<file path="config.mk">
export PLATFORM = sky130hd
export DESIGN_NAME = bitalias_mem_ctrl
export DESIGN_NICKNAME = d
export VERILOG_FILES = /design/src/rtl/bitalias_pkg.sv /design/src/rtl/bitalias_addr_decode.sv /design/src/rtl/bitalias_sp_ram.sv /design/src/rtl/bitalias_bit_merge.sv /design/src/rtl/bitalias_seq.sv /design/src/rtl/bitalias_mem_ctrl.sv
export SDC_FILE = /design/constraint.sdc
export NUM_CORES = 2
export LEC_CHECK = 0
export ABC_AREA = 1
export BUFFER_PORTS_ARGS = -buffer_cell sky130_fd_sc_hd__buf_2
export CELL_PAD_IN_SITES_DETAIL_PLACEMENT = 0
export CELL_PAD_IN_SITES_GLOBAL_PLACEMENT = 2
export CORE_ASPECT_RATIO = 0.5
export CORE_MARGIN = 5
export CORE_UTILIZATION = 42
export DETAILED_ROUTE_END_ITERATION = 10
export PLACE_DENSITY = 0.77
export SLEW_MARGIN = 20
export SYNTH_ARGS = -nofsm -noshare
export SYNTH_HDL_FRONTEND = slang
export SYNTH_HIERARCHICAL = 1
export SYNTH_SLANG_ARGS = --single-unit
</file>
<file path="constraint.sdc">
create_clock -name clk -period 8.5 [get_ports clk]
set_input_delay 1.275 -clock clk [delete_from_list [all_inputs] [get_ports clk]]
set_output_delay 1.275 -clock clk [all_outputs]
set_load 0.01 [all_outputs]
</file>
<file path="src/rtl/bitalias_pkg.sv">
// Shared types for the bit-band alias memory controller.
// Assumes: the word and alias windows do not overlap.
package bitalias_pkg;

    // Window an address decodes to
    typedef enum logic [1:0] {
        ACC_WORD = 2'd0,
        ACC_BIT  = 2'd1,
        ACC_BAD  = 2'd2
    } acc_win_e;

    // Sequencer state
    typedef enum logic [1:0] {
        ST_IDLE   = 2'd0,
        ST_MODIFY = 2'd1,
        ST_RESP   = 2'd2
    } seq_state_e;

    // Kind of response owed to the requester
    typedef enum logic [1:0] {
        RK_WORD_RD = 2'd0,
        RK_BIT_RD  = 2'd1,
        RK_WRITE   = 2'd2,
        RK_ERR     = 2'd3
    } rsp_kind_e;

endpackage

</file>
<file path="src/rtl/bitalias_addr_decode.sv">
// Address decoder: maps a byte address to a window, a word index and a bit position.
// Assumes: both bases are aligned, the alias window spans 32x the word window bytes,
// and the two windows do not overlap. The low byte-lane bits are ignored.
module bitalias_addr_decode
    import bitalias_pkg::*;
#(
    parameter int              ADDR_W     = 32,
    parameter int              DW         = 32,
    parameter int              RAM_WORDS  = 64,
    parameter logic [ADDR_W-1:0] WORD_BASE  = 32'h2000_0000,
    parameter logic [ADDR_W-1:0] ALIAS_BASE = 32'h2200_0000
) (
    input  logic [ADDR_W-1:0]            addr,
    output acc_win_e                     win,
    output logic [$clog2(RAM_WORDS)-1:0] word_idx,
    output logic [$clog2(DW)-1:0]        bit_pos
);
    localparam int IDX_W   = $clog2(RAM_WORDS);
    localparam int BIT_W   = $clog2(DW);
    localparam int BYTE_SH = $clog2(DW / 8);
    localparam logic [ADDR_W-1:0] WIN_BYTES   = ADDR_W'(RAM_WORDS * (DW / 8));
    localparam logic [ADDR_W-1:0] ALIAS_BYTES = ADDR_W'(RAM_WORDS * (DW / 8) * DW);

    logic [ADDR_W-1:0] word_off;
    logic [ADDR_W-1:0] alias_off;

    // Offsets from each window base
    always_comb begin
        word_off  = addr - WORD_BASE;
        alias_off = addr - ALIAS_BASE;
    end

    // Range compare and field extraction
    always_comb begin
        win      = ACC_BAD;
        word_idx = '0;
        bit_pos  = '0;
        if ((addr >= WORD_BASE) && (word_off < WIN_BYTES)) begin
            win      = ACC_WORD;
            word_idx = IDX_W'(word_off >> BYTE_SH);
        end else if ((addr >= ALIAS_BASE) && (alias_off < ALIAS_BYTES)) begin
            win      = ACC_BIT;
            word_idx = IDX_W'(alias_off >> (BYTE_SH + BIT_W));
            bit_pos  = BIT_W'(alias_off >> BYTE_SH);
        end
    end

endmodule

</file>
<file path="src/rtl/bitalias_sp_ram.sv">
// Single-port synchronous word RAM with one cycle of read latency.
// Assumes: a write leaves the read register unchanged; contents are not reset.
module bitalias_sp_ram #(
    parameter int DW    = 32,
    parameter int DEPTH = 64
) (
    input  logic                     clk,
    input  logic                     en,
    input  logic                     we,
    input  logic [$clog2(DEPTH)-1:0] addr,
    input  logic [DW-1:0]            wdata,
    output logic [DW-1:0]            rdata
);
    logic [DW-1:0] mem [DEPTH];

    // Write the array or register a read word
    always_ff @(posedge clk) begin
        if (en) begin
            if (we) begin
                mem[addr] <= wdata;
            end else begin
                rdata <= mem[addr];
            end
        end
    end

endmodule

</file>
<file path="src/rtl/bitalias_bit_merge.sv">
// Replaces one bit of a word with a new value and passes all other bits through.
// Assumes: bit_sel is below DW.
module bitalias_bit_merge #(
    parameter int DW    = 32,
    parameter int BIT_W = 5
) (
    input  logic [DW-1:0]    old_word,
    input  logic [BIT_W-1:0] bit_sel,
    input  logic             bit_val,
    output logic [DW-1:0]    new_word
);
    // One lane per bit: pick the new value at the selected position
    for (genvar gi = 0; gi < DW; gi++) begin : g_lane
        assign new_word[gi] = (bit_sel == BIT_W'(gi)) ? bit_val : old_word[gi];
    end

endmodule

</file>
<file path="src/rtl/bitalias_seq.sv">
// Access sequencer: takes one request at a time, drives the RAM port, performs
// the locked read-modify-write for alias writes and forms the response.
// Assumes: the decoder output belongs to the request currently on the bus, and
// the RAM returns read data one cycle after the read.
module bitalias_seq
    import bitalias_pkg::*;
#(
    parameter int DW    = 32,
    parameter int IDX_W = 6,
    parameter int BIT_W = 5
) (
    input  logic             clk,
    input  logic             rst_n,
    input  logic             req_valid,
    input  logic             req_we,
    input  logic [DW-1:0]    req_wdata,
    input  acc_win_e         dec_win,
    input  logic [IDX_W-1:0] dec_idx,
    input  logic [BIT_W-1:0] dec_bit,
    output logic             req_ready,
    output logic             ram_en,
    output logic             ram_we,
    output logic [IDX_W-1:0] ram_addr,
    output logic [DW-1:0]    ram_wdata,
    input  logic [DW-1:0]    ram_rdata,
    output logic             rsp_valid,
    output logic [DW-1:0]    rsp_rdata,
    output logic             rsp_err
);
    seq_state_e       state_q, state_d;
    rsp_kind_e        kind_q, kind_d;
    logic [IDX_W-1:0] idx_q;
    logic [BIT_W-1:0] bit_q;
    logic             val_q;
    logic             accept;
    logic [DW-1:0]    merged;

    assign accept = req_valid && (state_q == ST_IDLE);

    bitalias_bit_merge #(
        .DW    (DW),
        .BIT_W (BIT_W)
    ) u_merge (
        .old_word (ram_rdata),
        .bit_sel  (bit_q),
        .bit_val  (val_q),
        .new_word (merged)
    );

    // Next state and the kind of response owed
    always_comb begin
        state_d = state_q;
        kind_d  = kind_q;
        case (state_q)
            ST_IDLE: begin
                if (accept) begin
                    state_d = ST_RESP;
                    case (dec_win)
                        ACC_WORD: kind_d = req_we ? RK_WRITE : RK_WORD_RD;
                        ACC_BIT: begin
                            kind_d = req_we ? RK_WRITE : RK_BIT_RD;
                            if (req_we) begin
                                state_d = ST_MODIFY;
                            end
                        end
                        default: kind_d = RK_ERR;
                    endcase
                end
            end
            ST_MODIFY: state_d = ST_RESP;
            ST_RESP:   state_d = ST_IDLE;
            default:   state_d = ST_IDLE;
        endcase
    end

    // State and captured request fields
    always_ff @(posedge clk) begin
        if (!rst_n) begin
            state_q <= ST_IDLE;
            kind_q  <= RK_WRITE;
            idx_q   <= '0;
            bit_q   <= '0;
            val_q   <= 1'b0;
        end else begin
            state_q <= state_d;
            kind_q  <= kind_d;
            if (accept) begin
                idx_q <= dec_idx;
                bit_q <= dec_bit;
                val_q <= req_wdata[0];
            end
        end
    end

    // RAM port: direct access on acceptance, merged write-back in the modify cycle
    always_comb begin
        ram_en    = 1'b0;
        ram_we    = 1'b0;
        ram_addr  = dec_idx;
        ram_wdata = req_wdata;
        if (accept && (dec_win != ACC_BAD)) begin
            ram_en = 1'b1;
            ram_we = req_we && (dec_win == ACC_WORD);
        end else if (state_q == ST_MODIFY) begin
            ram_en    = 1'b1;
            ram_we    = 1'b1;
            ram_addr  = idx_q;
            ram_wdata = merged;
        end
    end

    // Response data shaped by the kind of access
    always_comb begin
        rsp_rdata = '0;
        if (state_q == ST_RESP) begin
            case (kind_q)
                RK_WORD_RD: rsp_rdata = ram_rdata;
                RK_BIT_RD:  rsp_rdata = DW'(ram_rdata[bit_q]);
                default:    rsp_rdata = '0;
            endcase
        end
    end

    assign req_ready = (state_q == ST_IDLE);
    assign rsp_valid = (state_q == ST_RESP);
    assign rsp_err   = (state_q == ST_RESP) && (kind_q == RK_ERR);

endmodule

</file>
<file path="src/rtl/bitalias_mem_ctrl.sv">
// Bit-band alias memory controller top: word window and bit alias window over
// one single-port RAM.
// Assumes: one requester; one request in flight at a time; the windows do not overlap.
module bitalias_mem_ctrl
    import bitalias_pkg::*;
#(
    parameter int              ADDR_W     = 32,
    parameter int              DW         = 32,
    parameter int              RAM_WORDS  = 64,
    parameter logic [ADDR_W-1:0] WORD_BASE  = 32'h2000_0000,
    parameter logic [ADDR_W-1:0] ALIAS_BASE = 32'h2200_0000
) (
    input  logic              clk,
    input  logic              rst_n,
    input  logic              req_valid,
    output logic              req_ready,
    input  logic [ADDR_W-1:0] req_addr,
    input  logic              req_we,
    input  logic [DW-1:0]     req_wdata,
    output logic              rsp_valid,
    output logic [DW-1:0]     rsp_rdata,
    output logic              rsp_err
);
    localparam int IDX_W = $clog2(RAM_WORDS);
    localparam int BIT_W = $clog2(DW);

    acc_win_e         dec_win;
    logic [IDX_W-1:0] dec_idx;
    logic [BIT_W-1:0] dec_bit;
    logic             ram_en;
    logic             ram_we;
    logic [IDX_W-1:0] ram_addr;
    logic [DW-1:0]    ram_wdata;
    logic [DW-1:0]    ram_rdata;

    bitalias_addr_decode #(
        .ADDR_W     (ADDR_W),
        .DW         (DW),
        .RAM_WORDS  (RAM_WORDS),
        .WORD_BASE  (WORD_BASE),
        .ALIAS_BASE (ALIAS_BASE)
    ) u_decode (
        .addr     (req_addr),
        .win      (dec_win),
        .word_idx (dec_idx),
        .bit_pos  (dec_bit)
    );

    bitalias_seq #(
        .DW    (DW),
        .IDX_W (IDX_W),
        .BIT_W (BIT_W)
    ) u_seq (
        .clk       (clk),
        .rst_n     (rst_n),
        .req_valid (req_valid),
        .req_we    (req_we),
        .req_wdata (req_wdata),
        .dec_win   (dec_win),
        .dec_idx   (dec_idx),
        .dec_bit   (dec_bit),
        .req_ready (req_ready),
        .ram_en    (ram_en),
        .ram_we    (ram_we),
        .ram_addr  (ram_addr),
        .ram_wdata (ram_wdata),
        .ram_rdata (ram_rdata),
        .rsp_valid (rsp_valid),
        .rsp_rdata (rsp_rdata),
        .rsp_err   (rsp_err)
    );

    bitalias_sp_ram #(
        .DW    (DW),
        .DEPTH (RAM_WORDS)
    ) u_ram (
        .clk   (clk),
        .en    (ram_en),
        .we    (ram_we),
        .addr  (ram_addr),
        .wdata (ram_wdata),
        .rdata (ram_rdata)
    );

endmodule

</file>
After elaboration in Yosys (flattened, before gate mapping)
Memories as Yosys holds them, arrays and structs flattened. A register that Yosys moved wholly into a read port is not among the register bits.
Index checks and enable logic that the tools add are counted.
{"block": "totals", "regBits": 16, "latch_bits": 0, "ramBits": 2048, "romBits": 0, "inputBits": 68, "output_inout_bits": 35, "word_cells": 123, "memories": 1}
{"block": "op_classes", "n_addsub": 2, "multipliers": 0, "n_div": 0, "magnitude_cmp": 5, "eq_ne": 38, "n_shift": 0, "n_mux": 59, "bitwise_logic": 1, "reduce_logical": 12}
{"memory": "u_ram.mem", "depth": 64, "width": 32, "rd": 1, "rd_clocked_by_memory_dff": 1, "write_ports": 1, "line_no": "bitalias_sp_ram.sv:14", "text": "logic [DW-1:0] mem [DEPTH];"}
{"op": "32-bit two-way mux", "n": 3}
{"op": "5-bit == test (second input constant)", "n": 16}
{"op": "32-bit by 30-bit >= comparator with 1-bit output (second input constant)", "n": 2}
{"op": "32-bit case mux with 2 select lines", "n": 1}
{"op": "32-bit by 30-bit subtractor with 32-bit output (second input constant)", "n": 2}
{"op": "5-bit by 4-bit == test with 1-bit output (second input constant)", "n": 8}
{"op": "1-bit two-way mux", "n": 39}
{"op": "32-bit by 14-bit < comparator with 1-bit output (second input constant)", "n": 1}
{"op": "32-bit by 9-bit < comparator with 1-bit output (second input constant)", "n": 1}
{"op": "6-bit two-way mux", "n": 4}
{"op": "5-bit by 3-bit == test with 1-bit output (second input constant)", "n": 4}
{"op": "2-bit two-way mux", "n": 7}
{"op": "5-bit by 2-bit == test with 1-bit output (second input constant)", "n": 2}
{"op": "5-bit two-way mux", "n": 2}
{"op": "2-bit case mux with 2 select lines", "n": 2}
{"op": "2-bit by 1-bit == test with 1-bit output (second input constant)", "n": 3}
{"op": "1-bit logical AND", "n": 6}
{"op": "2-bit zero test", "n": 3}
{"op": "5-bit by 6-bit < comparator with 1-bit output (second input constant)", "n": 1}
{"op": "1-bit binary-select mux with 5-bit select", "n": 1}
{"op": "5-bit by 1-bit == test with 1-bit output (second input constant)", "n": 1}
{"op": "5-bit zero test", "n": 1}
{"op": "2-bit == test (second input constant)", "n": 2}
{"op": "2-bit AND reduction", "n": 2}
{"op": "other kinds (3)", "n": 3}

Longest topological paths before layout
{"block": "depth", "depth_word": 11, "ltp_mapped": 24, "depth_no_buf": 20}

Hierarchy
Netlist, hierarchy kept.
{"module": "bitalias_sp_ram", "n_inst": 1, "cells_each": 8442, "area_each_um2": 87448.9, "seq_area_each_um2": 62459.9}
{"module": "bitalias_seq", "n_inst": 1, "cells_each": 264, "area_each_um2": 1710.4, "seq_area_each_um2": 320.3}
{"module": "bitalias_bit_merge", "n_inst": 1, "cells_each": 170, "area_each_um2": 807.0, "seq_area_each_um2": 0.0}
{"module": "bitalias_addr_decode", "n_inst": 1, "cells_each": 76, "area_each_um2": 405.4, "seq_area_each_um2": 0.0}

Least setup slack after synthesis
No wires, ideal clock.
{"block": "synth_path", "path_kind": "in2reg", "from": "input port req_addr[25]", "to": "memory u_ram.mem[40][0], enable pin", "setup_ns": 0.502, "t_arrival_ns": 6.410, "required_time_ns": 7.998, "slack_ns": 1.589, "stages": 14, "path_buffers": 0, "cell_sequence": "inv_1 ha_1 nand2_1 nor2_1 nand3b_1 nor2_4 nand3_1 nand2_1 nand2_1 o21ai_0 inv_2 nor3_4 inv_2 nor4_1"}
{"block": "synth_via", "word_cells_on_any_way": 23, "classes_between": "add/sub: 2; order compare: 4; eq/ne: 1; mux: 11; reduce/logical: 5"}
{"item": "start, declared", "line_no": "bitalias_mem_ctrl.sv:17", "text": "input logic [ADDR_W-1:0] req_addr,"}
{"item": "32-bit by 30-bit subtractor with 32-bit output", "line_no": "bitalias_addr_decode.sv:30", "text": "alias_off = addr - ALIAS_BASE;"}
{"item": "32-bit by 14-bit < comparator with 1-bit output", "line_no": "bitalias_addr_decode.sv:41", "text": "end else if ((addr >= ALIAS_BASE) && (alias_off < ALIAS_BYTES)) begin"}
{"item": "1-bit logical AND", "line_no": "bitalias_addr_decode.sv:41"}
{"item": "6-bit two-way mux", "line_no": "bitalias_addr_decode.sv:41"}
{"item": "6-bit two-way mux (*)", "line_no": "bitalias_addr_decode.sv:38", "text": "if ((addr >= WORD_BASE) && (word_off < WIN_BYTES)) begin"}
{"item": "net dec_idx[5]", "line_no": "bitalias_mem_ctrl.sv:28", "text": "logic [IDX_W-1:0] dec_idx;"}
{"item": "6-bit two-way mux", "line_no": "bitalias_seq.sv:104", "text": "end else if (state_q == ST_MODIFY) begin"}
{"item": "6-bit two-way mux (*)", "line_no": "bitalias_seq.sv:101", "text": "if (accept && (dec_win != ACC_BAD)) begin"}
{"item": "net ram_addr[5]", "line_no": "bitalias_mem_ctrl.sv:32", "text": "logic [IDX_W-1:0] ram_addr;"}
{"item": "end, declared", "line_no": "bitalias_sp_ram.sv:14"}
Mark *: on every way through the listed nets, which the timed path passes. The rest lies on a longest branch.

Final worst setup path
{"block": "layout_path", "from": "input port req_addr[25]", "to": "memory u_ram.mem[54][24], enable pin"}
{"block": "layout_via", "elab_chain_len": 11, "word_cells_on_any_way": 23, "classes_between": "add/sub: 2; order compare: 4; eq/ne: 1; mux: 11; reduce/logical: 5"}
{"item": "32-bit by 30-bit subtractor with 32-bit output", "line_no": "bitalias_addr_decode.sv:30"}
{"item": "32-bit by 14-bit < comparator with 1-bit output", "line_no": "bitalias_addr_decode.sv:41"}
{"item": "1-bit logical AND", "line_no": "bitalias_addr_decode.sv:41"}
{"item": "2-bit two-way mux", "line_no": "bitalias_addr_decode.sv:41"}
{"item": "2-bit two-way mux (*)", "line_no": "bitalias_addr_decode.sv:38"}
{"item": "net dec_win[1]", "line_no": "bitalias_mem_ctrl.sv:27", "text": "acc_win_e dec_win;"}
{"item": "2-bit inequality test or 2-bit zero test (tied branches)", "line_no": "bitalias_seq.sv:101, bitalias_seq.sv:103"}
{"item": "1-bit logical AND, on equally long branches", "line_no": "bitalias_seq.sv:101, bitalias_seq.sv:103"}
{"item": "1-bit two-way mux (*)", "line_no": "bitalias_seq.sv:101"}
{"item": "net ram_we", "line_no": "bitalias_mem_ctrl.sv:31", "text": "logic ram_we;"}
{"item": "1-bit two-way mux (*)", "line_no": "bitalias_sp_ram.sv:19", "text": "if (we) begin"}
{"item": "1-bit two-way mux (*)", "line_no": "bitalias_sp_ram.sv:18", "text": "if (en) begin"}
{"item": "1-bit two-way mux (implied by the code) (*)", "line_no": "bitalias_sp_ram.sv:20", "text": "mem[addr] <= wdata;"}
Marks and branches as above.

==> flow_metrics.tcl <==
set metrics [dict create \
    outcome "completed" \
    num_rows 120 \
    holdBufCountCts 0 \
    maxSlewHeadroom_pct 22.1 \
    async_flop_share_pct 0 \
    route.met3.wl_um 25400 \
    drt_iter0_drc 6530 \
    synth-seq-cells 2096 \
    reg2regPathDepth 17 \
    routed.top_layer "met4" \
    clk-insertion-delay-late_ps 860 \
    worst_pin_slew_ps 1170 \
    synthDistinctLibCells 39 \
    required_ps 9010 \
    min_from "u_seq/state_q[1]" \
    rsz0062_at_grt "no" \
    antenna_found_initial 23 \
    crit_fanout 17 \
    gp_congestion 0.860 \
    dr_wl_met2_um 121000 \
    hold_viol 0 \
    synth_top_cells_by_area "edfxtp_1, nand2_1, buf_6" \
    synthSimpleGateAreaFrac_pct 26.3 \
    htree_levels 4 \
    fmax_mhz 193 \
    core_sq_mm 0.214 \
    yosysWarnings 6 \
    track_usage_pct 25.2 \
    nets 9061 \
    grt_pass1_wl_um 407000 \
    r2r_slack_ps 3590 \
    synth_top_family_by_area "simple AND/OR/NAND/NOR gates" \
    synth_edf_count 2080 \
    min_period_over_period_pct 61.0 \
    syn-num-nets 9024 \
    rr_endpoint "u_ram/rdata[12]" \
    start_kind "primary input" \
    numPortBuffers 100 \
    die-area_sq_mm 0.225 \
    post_cts_buffers 0 \
    synth_xor_area_share_pct 0.0291 \
    drive_gt1_share_pct 7.76 \
    root_buffer "clkbuf_16" \
    hp-class "flop to flop" \
    timing.rr.start "u_seq/state_q[1]" \
    cp-end-kind "flop" \
    synth.most_common_cell "nand2_1" \
    die_w_um 666 \
    cts_tree "built" \
    setup_tns_ps 0 \
    syn_inst 8952 \
    finalCriticalPeriod_ps 5180 \
    start_util_pct 42.2 \
    drtAntennaViolNets 0 \
    pin_count 103 \
    drcViolationCount 0 \
    cts_resized 0 \
    synth.mux.area_fraction_pct 0.449 \
    synth_top_area_share_pct 69.1 \
    synth-main-ff-cell "edfxtp_1" \
    cap_viol_max_count 0 \
    setup_viol 0 \
    grt_pass1_vias 54934 \
    ir_drop_uv 150 \
    worstSetupPathType "primary input to flop" \
    met1_length_um 138000 \
    skew_ps 59.0 \
    vias 60780 \
    wl_per_cell_um 24.0 \
    p_leak_nw 40.9 \
    grt_max_degree 147 \
    syn-cell-area_sq_mm 0.0904 \
    areaGrowthSynthToFinish_pct 11.0 \
    synth_compound_area_share_pct 0.228 \
    power_density_mw_per_mm2 205 \
    clkSlewWorstSetupHoldPaths_ps 60 \
    grt.overflow.total 0 \
    finalWirelength_um 289000 \
    netlist.top_cell.by_area "edfxtp_1" \
    cp.arrival_ps 5690 \
    holdPathEnd "u_seq/state_q[1]" \
    avgViaCountPerCell 5.06 \
    drv_slew 0 \
    synthAdderAreaFrac_pct 0.0554 \
    fin_util_pct 46.9 \
    drt_pass1_iterations 6 \
    clock_path_buffers 4 \
    synth_common_cells "nand2_1, edfxtp_1, buf_2, nor2_1, clkbuf_1" \
    die_h_um 338 \
    cts_made_buffers 203 \
    yosysSeqAreaShare_pct 69.5 \
    hpwl_um 164000 \
    syn_avg_cell_area_sq_um 10.1 \
    whs_path_depth 1 \
    clock_sinks 2096 \
]
==> final cells by class <==
cell class	instances	area, sq um
inverters	99	410
multi-input cells	6304	25100
fillers	19933	114000
repair buffers	285	2130
clock buffers	250	5320
well taps	2867	3590
flip-flops and latches	2096	62800
diodes	12	30.0
clock inverters	101	955
==> stage by stage <==
| step | power (mW) | cells | area, sq um | setup WS (ps) | hold WS [ps] |
|---|---|---|---|---|---|
| final | 20.5 | 12014 | 100000 | 3320 | 481 |
| after global routing | 21.2 | 12002 | 100000 | 3160 | 503 |
| after CTS | 20.7 | 12002 | 100000 | 3090 | 474 |
| after detailed placement | 11.9 | 11651 | 94000 | 2210 | 466 |
| after global placement | 11.9 | 11650 | 94000 | 2050 | 452 |
| after floorplan | 11.7 | 8952 | 90400 | 1590 | 435 |
==> placed cells by master (no fill, tap or decap), drive strengths merged <==
master    instances
mux2             36
nand2          5870
bufinv           19
nand4            24
xnor2             2
nand3            94
edfxtp         2080
or2               6
o22ai             1
o211ai            6
xor2              1
o41ai             1
a32oi             1
nor4              2
dfxtp            16
nor2            185
nor3             43
buf             285
o21ai            21
a21oi             5
clkinvlp          3
clkbuf          250
a211oi            1
nand3b            1
diode            12
ha                4
clkinv           79
inv              99
==> worst max-delay path: stages <==
cell	delay, ps
buf_2	110
inv_1	120
ha_1	230
xnor2_1	150
nand3b_1	150
nor2_4	250
a21oi_1	170
o41ai_2	730
nand2_1	400
inv_1	300
nand4_1	370
buf_4	400
nor2_4	570
buf_4	400
==> state kept, by name (all words and copies together), names as in the netlist <==
name and count:
u_ram/rdata 32, u_seq/kind_q 2, u_seq/bit_q 5, u_ram/mem 2048, u_seq/idx_q 6, u_seq/val_q 1
u_seq/state_q 2
==> kinds of logic after synthesis <==
logic type | Yosys count
multiplexers | 36
adder cells (fa/ha/maj) | 4
buffers and inverters | 552
AND/OR/NAND/NOR | 6225
XOR/XNOR | 3
AO/OA/AOI/OAI | 36
flip-flops | 2096
==> routing by layer <==
metal | vias up | global-route usage, %
li1 | 29051 | -
met3 | 291 | 5.77
met4 | 0 | 4.60
met2 | 1944 | 36.5
met5 | - | 0
met1 | 29494 | 38.9
==> power breakdown <==
part | internal (mW) | switching (mW) | leakage, nW
clock network | 4.99 | 3.91 | 3.08
logic | 0.0321 | 0.258 | 19.0
registers | 11.4 | 0.00143 | 18.8
==> worst max-delay path by stage <==
stage,to,startpoint,slack [ps]
after detailed placement,u_ram/mem[55][26],req_addr[25],2210
after floorplan,u_ram/mem[40][0],req_addr[25],1590
after global placement,u_ram/mem[47][11],req_addr[25],2050
final,u_ram/mem[54][24],req_addr[25],3320
after global routing,u_ram/rdata[24],req_addr[25],3160
after CTS,u_ram/mem[39][22],req_addr[25],3090
Power figures use the tool's default switching activity.
